<file path="src/rtl/rfid_frame_pkg.sv">
// Shared sizes, the rate encoding and the period decoder for the transponder
// frame serializer. Assumes the frame geometry used by every module below.
package rfid_frame_pkg;

    localparam int ID_W      = 40;
    localparam int NIB_W     = 4;
    localparam int ROWS      = 10;
    localparam int HDR_LEN   = 9;
    localparam int FRAME_LEN = HDR_LEN + ROWS * (NIB_W + 1) + NIB_W + 1;
    localparam int IDX_W     = $clog2(FRAME_LEN);
    localparam int PER_W     = 7;
    localparam int PSK_ROWS  = 2;

    typedef enum logic [1:0] {
        RATE_64  = 2'b00,
        RATE_32  = 2'b01,
        RATE_16  = 2'b10,
        RATE_16B = 2'b11
    } rate_e;

    // Carrier cycles per bit for a rate code.
    function automatic logic [PER_W-1:0] period_of(input rate_e sel);
        case (sel)
            RATE_64: period_of = PER_W'(64);
            RATE_32: period_of = PER_W'(32);
            default: period_of = PER_W'(16);
        endcase
    endfunction

endpackage

</file>
<file path="src/rtl/rfid_bit_timer.sv">
// Counts carrier cycles inside one bit period.
// Assumes: period is at least 2 and changes only when bit_last is high.
module rfid_bit_timer #(
    parameter int PER_W = 7
) (
    input  logic             clk,
    input  logic             rst_n,
    input  logic [PER_W-1:0] period,
    output logic             bit_stb,
    output logic             bit_last
);

    logic [PER_W-1:0] cnt;

    // Advance the cycle counter and wrap it at the end of each bit period.
    always_ff @(posedge clk) begin
        if (!rst_n)        cnt <= '0;
        else if (bit_last) cnt <= '0;
        else               cnt <= cnt + 1'b1;
    end

    assign bit_stb  = (cnt == '0);
    assign bit_last = (cnt == period - 1'b1);

    AST_STB_SINGLE: assert property (@(posedge clk) disable iff (!rst_n)
        bit_stb |=> !bit_stb);
    AST_CNT_IN_PERIOD: assert property (@(posedge clk) disable iff (!rst_n)
        cnt < period);

endmodule

</file>
<file path="src/rtl/rfid_bit_sequencer.sv">
// Holds the index of the frame bit on the line and steps it once per bit period.
// Assumes: advance is high for one carrier cycle per bit period.
module rfid_bit_sequencer #(
    parameter int FRAME_LEN = 64,
    parameter int IDX_W     = 6
) (
    input  logic             clk,
    input  logic             rst_n,
    input  logic             advance,
    output logic [IDX_W-1:0] idx,
    output logic             wrap
);

    localparam logic [IDX_W-1:0] LAST_IDX = IDX_W'(FRAME_LEN - 1);

    assign wrap = advance && (idx == LAST_IDX);

    // Step the bit index and return to the header after the stop bit.
    always_ff @(posedge clk) begin
        if (!rst_n)       idx <= '0;
        else if (wrap)    idx <= '0;
        else if (advance) idx <= idx + 1'b1;
    end

    AST_WRAP_TO_HEADER: assert property (@(posedge clk) disable iff (!rst_n)
        wrap |=> (idx == '0));
    AST_IDX_HOLDS: assert property (@(posedge clk) disable iff (!rst_n)
        !advance |=> $stable(idx));

endmodule

</file>
<file path="src/rtl/rfid_frame_builder.sv">
// Forms the full frame from a captured identifier: header, rows of data with
// row parity, column parity and stop bit. Bit 0 of frame goes out first.
// Assumes: purely combinational; its inputs change only at frame boundaries.
module rfid_frame_builder #(
    parameter int ID_W      = 40,
    parameter int NIB_W     = 4,
    parameter int ROWS      = 10,
    parameter int HDR_LEN   = 9,
    parameter int FRAME_LEN = 64,
    parameter int PSK_ROWS  = 2
) (
    input  logic [ID_W-1:0]      id,
    input  logic                 psk,
    output logic [FRAME_LEN-1:0] frame
);

    localparam int ROW_LEN  = NIB_W + 1;
    localparam int COL_BASE = HDR_LEN + ROWS * ROW_LEN;

    assign frame[HDR_LEN-1:0]  = '1;
    assign frame[FRAME_LEN-1]  = 1'b0;

    for (genvar r = 0; r < ROWS; r++) begin : g_row
        localparam bit LOW_ROW = (r < PSK_ROWS);
        logic row_par;
        // Row parity: even, or forced low for the first rows in PSK mode.
        always_comb begin
            if (psk && LOW_ROW) row_par = 1'b0;
            else                row_par = ^id[r*NIB_W +: NIB_W];
        end
        assign frame[HDR_LEN + r*ROW_LEN +: NIB_W] = id[r*NIB_W +: NIB_W];
        assign frame[HDR_LEN + r*ROW_LEN + NIB_W]  = row_par;
    end

    for (genvar c = 0; c < NIB_W; c++) begin : g_col
        logic col_par;
        // Column parity: even over the same bit position of every row.
        always_comb begin
            col_par = 1'b0;
            for (int r = 0; r < ROWS; r++) col_par ^= id[r*NIB_W + c];
        end
        assign frame[COL_BASE + c] = col_par;
    end

endmodule

</file>
<file path="src/rtl/rfid_frame_serializer.sv">
// Top of the transponder frame serializer. Captures the identifier, mode and
// rate at each frame boundary, then sends the frame as an NRZ bit stream.
// Assumes: clk is the carrier; downstream logic handles line coding.
module rfid_frame_serializer
    import rfid_frame_pkg::*;
#(
    parameter int P_ID_W = ID_W
) (
    input  logic              clk,
    input  logic              rst_n,
    input  logic [P_ID_W-1:0] id_i,
    input  logic              psk_mode_i,
    input  logic [1:0]        rate_sel_i,
    output logic              bit_o,
    output logic              bit_stb_o,
    output logic              frame_start_o
);

    localparam logic [IDX_W-1:0] POS_ROW0_PAR = IDX_W'(HDR_LEN + NIB_W);
    localparam logic [IDX_W-1:0] POS_ROW1_PAR = IDX_W'(HDR_LEN + 2*NIB_W + 1);
    localparam logic [IDX_W-1:0] POS_STOP     = IDX_W'(FRAME_LEN - 1);

    logic [P_ID_W-1:0]    id_q;
    logic                 psk_q;
    rate_e                rate_q;
    logic [PER_W-1:0]     period;
    logic                 bit_last;
    logic [IDX_W-1:0]     idx;
    logic                 frame_wrap;
    logic [FRAME_LEN-1:0] frame;

    // Capture the frame inputs during reset and at each frame boundary.
    always_ff @(posedge clk) begin
        if (!rst_n || frame_wrap) begin
            id_q   <= id_i;
            psk_q  <= psk_mode_i;
            rate_q <= rate_e'(rate_sel_i);
        end
    end

    assign period = period_of(rate_q);

    rfid_bit_timer #(.PER_W(PER_W)) timer_i (
        .clk      (clk),
        .rst_n    (rst_n),
        .period   (period),
        .bit_stb  (bit_stb_o),
        .bit_last (bit_last)
    );

    rfid_bit_sequencer #(.FRAME_LEN(FRAME_LEN), .IDX_W(IDX_W)) seq_i (
        .clk     (clk),
        .rst_n   (rst_n),
        .advance (bit_last),
        .idx     (idx),
        .wrap    (frame_wrap)
    );

    rfid_frame_builder #(
        .ID_W(P_ID_W), .NIB_W(NIB_W), .ROWS(ROWS), .HDR_LEN(HDR_LEN),
        .FRAME_LEN(FRAME_LEN), .PSK_ROWS(PSK_ROWS)
    ) builder_i (
        .id    (id_q),
        .psk   (psk_q),
        .frame (frame)
    );

    assign bit_o         = frame[idx];
    assign frame_start_o = bit_stb_o && (idx == '0);

    AST_HEADER_ONES: assert property (@(posedge clk) disable iff (!rst_n)
        (idx < IDX_W'(HDR_LEN)) |-> bit_o);
    AST_STOP_ZERO: assert property (@(posedge clk) disable iff (!rst_n)
        (idx == POS_STOP) |-> !bit_o);
    AST_PSK_LOW_ROWS: assert property (@(posedge clk) disable iff (!rst_n)
        (psk_q && (idx == POS_ROW0_PAR || idx == POS_ROW1_PAR)) |-> !bit_o);
    AST_BIT_STEADY: assert property (@(posedge clk) disable iff (!rst_n)
        !bit_stb_o |-> $stable(bit_o));
    AST_ID_HELD: assert property (@(posedge clk) disable iff (!rst_n)
        !frame_wrap |=> $stable(id_q));

endmodule

</file>
<file path="config.mk">
export PLATFORM = sky130hd
export DESIGN_NAME = rfid_frame_serializer
export DESIGN_NICKNAME = d
export VERILOG_FILES = /design/src/rtl/rfid_frame_pkg.sv /design/src/rtl/rfid_bit_timer.sv /design/src/rtl/rfid_bit_sequencer.sv /design/src/rtl/rfid_frame_builder.sv /design/src/rtl/rfid_frame_serializer.sv
export SDC_FILE = /design/constraint.sdc
export NUM_CORES = 1
export LEC_CHECK = 0
export BUFFER_PORTS_ARGS = -buffer_cell sky130_fd_sc_hd__buf_2
export CAP_MARGIN = 5
export CORE_ASPECT_RATIO = 1.2
export CORE_MARGIN = 5
export CORE_UTILIZATION = 49
export CTS_CLUSTER_SIZE = 12
export DETAILED_ROUTE_END_ITERATION = 10
export GPL_TIMING_DRIVEN = 0
export PLACE_DENSITY = 0.7
export SETUP_SLACK_MARGIN = 0.4
export SLEW_MARGIN = 20
export SYNTH_ARGS = -nofsm -noshare
export SYNTH_HDL_FRONTEND = slang
export SYNTH_SLANG_ARGS = --single-unit
</file>
<file path="constraint.sdc">
create_clock -name clk -period 7.7 [get_ports clk]
set_input_delay 1.54 -clock clk [delete_from_list [all_inputs] [get_ports clk]]
set_output_delay 1.54 -clock clk [all_outputs]
set_load 0.005 [all_outputs]
</file>
* After elaboration in Yosys (flattened, before gate mapping)
Index checks and enable logic that the tools add are counted. W data, S select, Z words.
Storage, ports and cells: bits in registers 56, bits of input ports 45, output and inout port bits 3, logic and storage cells 73
Operators by class: $add $sub $neg 3, magnitude comparators 1, equality and inequality tests 3, muxes and demuxes 5, bitwise operators 37, reduce and logical (&&, ||, !) cells 19
Operators by type and width (count):
- $reduce_xor A4 Y1 | 10
- $xor A1 B1 Y1 | 36
- $pmux W7 S2 | 1
- $add A7 B1 Y7 const B | 1
- $eq A7 B7 Y1 | 1
- $logic_not A7 Y1 | 1
- $lt A6 B7 Y1 const B | 1
- $sub A7 B1 Y7 const B | 1
- $add A6 B1 Y6 const B | 1
- $bmux W1 S6 | 1
- $eq A6 B6 Y1 const B | 1
- $logic_not A6 Y1 | 1
- $reduce_or A2 Y1 | 2
- $mux W1 | 3
- $eq A2 B1 Y1 const B | 1
- $logic_and A1 B1 Y1 | 2
- $logic_not A2 Y1 | 1
- $logic_not A1 Y1 | 1
- $logic_or A1 B1 Y1 | 1
- $not A1 Y1 | 1

* Longest topological paths before layout
word-level depth 11, mapped depth 9, mapped depth without buffers 7

* By module
Synthesis repeated with hierarchy kept, for this count alone.
Second synthesis, totals: cells, all modules 320, area total of the unflattened synthesis 3861.2 µm²
Modules (own cells, without submodules):
- rfid_frame_serializer | times used 1, cells an instance 100, area each 1925.6 µm², seq. area each 1291.2 µm²
- rfid_frame_builder | times used 1, cells an instance 130, area each 1123.6 µm², seq. area each 0.0 µm²
- rfid_bit_timer | times used 1, cells an instance 59, area each 530.5 µm², seq. area each 140.1 µm²
- rfid_bit_sequencer | times used 1, cells an instance 31, area each 281.5 µm², seq. area each 120.1 µm²

* Least setup slack after synthesis
Ideal clock, no wire load.
path kind register to output, from reg id_q[17], to out bit_o, arrival time 1.599 ns, required time 6.160 ns, slack 4.561 ns, stages on the path, launching flop included 8, path buffers 0, cell sequence edfxtp_1 > xnor2_1 > xnor3_1 > xnor2_1 > mux2i_1 > o221ai_1 > a31oi_1 > o22ai_1
On the way: longest elaborated chain between the ends 8, elaborated cells between the ends (all ways) 9, those cells by class 2 x mux; 6 x bitwise; 1 x reduce/logical
RTL lines:
- start: declaration | RTL line rfid_frame_serializer.sv:23 | logic [P_ID_W-1:0] id_q;
- start signal: assignment | RTL line rfid_frame_serializer.sv:35 | id_q <= id_i;
- $xor A1 B1 Y1 (6 in a row) | RTL line rfid_frame_builder.sv:40 | for (int r = 0; r < ROWS; r++) col_par ^= id[r*NIB_W + c];
- $bmux W1 S6 (*) | RTL line rfid_frame_serializer.sv:68 | assign bit_o = frame[idx];
- $mux W1 (not written as such) (*) | RTL line rfid_frame_serializer.sv:68
- end: declaration | RTL line rfid_frame_serializer.sv:14 | output logic bit_o,
Mark *: on every way between the ends. The rest lies on a longest branch, timed or not. The select of a mux whose other input is x is not followed.

* Final worst setup path
from reg id_q[21], to out bit_o
On the way: longest elaborated chain between the ends 7, elaborated cells between the ends (all ways) 8, those cells by class 2 x mux; 5 x bitwise; 1 x reduce/logical
RTL lines (RTL line):
- $xor A1 B1 Y1 (5 in a row) | rfid_frame_builder.sv:40
- $bmux W1 S6 (*) | rfid_frame_serializer.sv:68
- $mux W1 (not written as such) (*) | rfid_frame_serializer.sv:68
Marks and branches as above.

==> reports/results.txt <==
status -> finished, final reports clean
grt ovf -> 0
Ys Warns -> 0
I/O Pins -> 48
H-tree levels -> 2
largest net degree at the start of global routing -> 26
Fillers -> 540
GPL Wtd Cong -> 0.8756
sequential fraction of the synthesis area -> 49.80%
unrepaired setup endpoints after global routing -> no
vias in the first global route -> 2,152
CTS Root Cell -> clkbuf_8
CTS tree -> done
Register Area -> 0.001551 mm²
Total GRT Usage -> 15.59%
final hold slack -> 0.4710 ns
drt drc -> 0
final instance area -> 0.003565 mm²
Iteration-0 DRC Markers -> 106
Top FF cell, synth -> edfxtp_1
asr flop ratio synth -> 0%
drt pass-1 iters -> 4
syn_nets -> 306
final worst slack -> 3.821 ns
post-DP HPWL -> 4.415 mm
worst-path fanout max -> 3
Final Critical Period -> 3.879 ns
Buf/Inv on CP -> 1
routed vias/inst -> 5.230
hold path depth -> 1
Setup Skew -> 0.007033 ns
slowest CP cell -> edfxtp_1
Clk Latency, worst-skew pair -> 0.30 ns
Pwr Density -> 168.6 mW/mm²
cell taking the most area after synthesis -> edfxtp_1
Worst Hold Class -> flip-flop to flip-flop
R2R Setup Slk -> 5.12 ns
clock sinks -> 56
share of cells above drive strength 1 -> 24.28%
Multi-input gate area -> 0.001468 mm²
Die Y-Extent -> 97.35 µm
Port Buffers -> 47
most frequent cell after synthesis -> xnor2_1
peak supply drop -> 0.09842 mV
Core ar. -> 0.006128 mm²
post-DR wirelength/cell -> 14.75 µm
Fmax -> 0.2578 GHz
Vias -> 2,066
post-synthesis to final-layout area growth -> 14.42%
placed instance area -> 0.003481 mm²
setup_tns -> 0 ns
routed wire length -> 5.827 mm
reg-to-reg endpoint -> id_q[33]$_DFFE_PP_
Final period util -> 50.38%
effective utilization at floorplan -> 50.84%
die area -> 0.008060 mm²
Hold Path Sink -> timer_i.cnt[0]$_SDFF_PP0_
Critical Path AT -> 2.34 ns
r2r startpoint -> timer_i.cnt[4]$_SDFF_PP0_
first-pass GRT wire length -> 9.784 mm
cell area after synthesis -> 0.003115 mm²
cell row count -> 31
FF+latch count, synth -> 56
cell family with the largest share of critical-path delay -> XOR/XNOR gates
Mapped Cells -> 257
Crit path largest cell delay -> 0.47 ns
Worst Path Required -> 6.16 ns
Max Cap Viol -> 0
Yosys cell types -> 46
worst slew pin tran -> 0.7906 ns
Final Max Tran Viols -> 0
post-route insts no fill -> 395
min-delay src -> timer_i.cnt[0]$_SDFF_PP0_
Synth area leaders -> edfxtp_1, xnor2_1, dfxtp_1
Avg Inst Size Synth -> 12.12 µm²
Yosys top cell area share -> 41.45%
Most common cell on crit path -> xnor2_1
Inst Count DP -> 387
P_leak -> 1.305 nW
CTS buffer count -> 5
Setup crit end kind -> primary output
antenna violations before repair -> 0
Antenna Nets Post-Route -> 0
maximum clock path buffer count -> 2
most common library cells after synthesis -> xnor2_1, edfxtp_1, nor2_1, dfxtp_1, xor2_1
postcts setup bufs -> 0
R2R cell count -> 6
critical path class -> flip-flop to primary output
clock slew at reported path FFs -> 0.10 ns
CP Launch Point -> id_q[21]$_DFFE_PP_
Nets -> 361
CTS Hold Bufs -> 0
Antenna Cells -> 0
Final setup violation count -> 0
Worst Setup Start Kind -> flip-flop
pre-CTS setup slack -> 4.209 ns
Post-synth EDFFs -> 43
crit path cell chain -> xnor2_1, xnor3_1, xnor2_1, mux2i_1, o221ai_1, a31oi_1, o22ai_1, buf_2
die span in x -> 82.79 µm
Resize count post-CTS -> 0
Final Hold Fails -> 0
Slew headroom -> 47.10%
[cells by family after synthesis]
group | after synthesis | share of synthesized area [%]
flip-flops | 56 | 49.80
adder cells (fa/ha/maj) | 4 | 1.606
AO/OA/AOI/OAI | 35 | 7.792
multiplexers | 17 | 7.189
XOR/XNOR | 65 | 20.04
AND/OR/NAND/NOR | 64 | 10.48
buffers and inverters | 16 | 3.093
[cell usage in the layout (no fill, tap or decap), drive strengths merged, types with 7 or more instances in the layout]
cell	netlist	final
a21oi	9	9
buf	7	55
clkbuf	2	8
dfxtp	13	13
edfxtp	43	43
inv	7	7
mux2i	10	10
nand2	11	11
nor2	24	24
xnor2	48	48
xor2	13	13
[area by class of cell]
| class | instances | share of cell area (%) |
|---|---|---|
| flip-flops and latches | 56 | 43.52 |
| multi-input cells | 185 | 41.17 |
| repair buffers | 48 | 7.371 |
| well taps | 82 | 2.878 |
| clock buffers | 6 | 2.036 |
| plain buffers | 9 | 1.966 |
| inverters | 7 | 0.7371 |
| clock inverters | 2 | 0.3159 |
[worst reg2reg max path, stage by stage, from the launching register on]
cell     delay, ns
dfxtp_1       0.42
nand2_1       0.10
o32a_2        0.36
nor3_4        0.35
nand2_2       0.14
o21ai_4       0.66
buf_16        0.25
[how the worst max path moves through the flow]
stage / depth (start not counted) / slack, ns / end
after floorplan: 7 / 4.56 / bit_o
after global placement: 8 / 4.21 / bit_o
after detailed placement: 8 / 4.21 / bit_o
after CTS: 8 / 3.84 / bit_o
after global routing: 8 / 3.71 / bit_o
final: 8 / 3.82 / bit_o
[routing by layer]
layer  wire, µm  global-route usage, %
met1       2401                  18.97
met2       3095                  27.28
met3        235                  2.319
met4         94                  5.409
met5          0                      0
[registers in the layout, indices dropped and copies added (netlist names)]
signal,cells
rate_q,2
seq_i.idx,6
psk_q,1
id_q,40
timer_i.cnt,7
[report_power, final]
part	total [W]	internal [W]	switching (W)
Combinational	0.0000917	0.0000545	0.0000372
Clock	0.000153	0.0000633	0.0000894
Sequential	0.000357	0.000341	0.0000154
Total	0.000601	0.000459	0.000142
[metrics by stage]
step / util, % / total power, W
CTS: 58.17 / 0.0006070
global route: 58.17 / 0.0006292
floorplan: - / 0.0004276
finish: 58.17 / 0.0006012
global placement: 56.35 / 0.0004538
detailed placement: 56.80 / 0.0004565
Power figures use the tool's default switching activity.
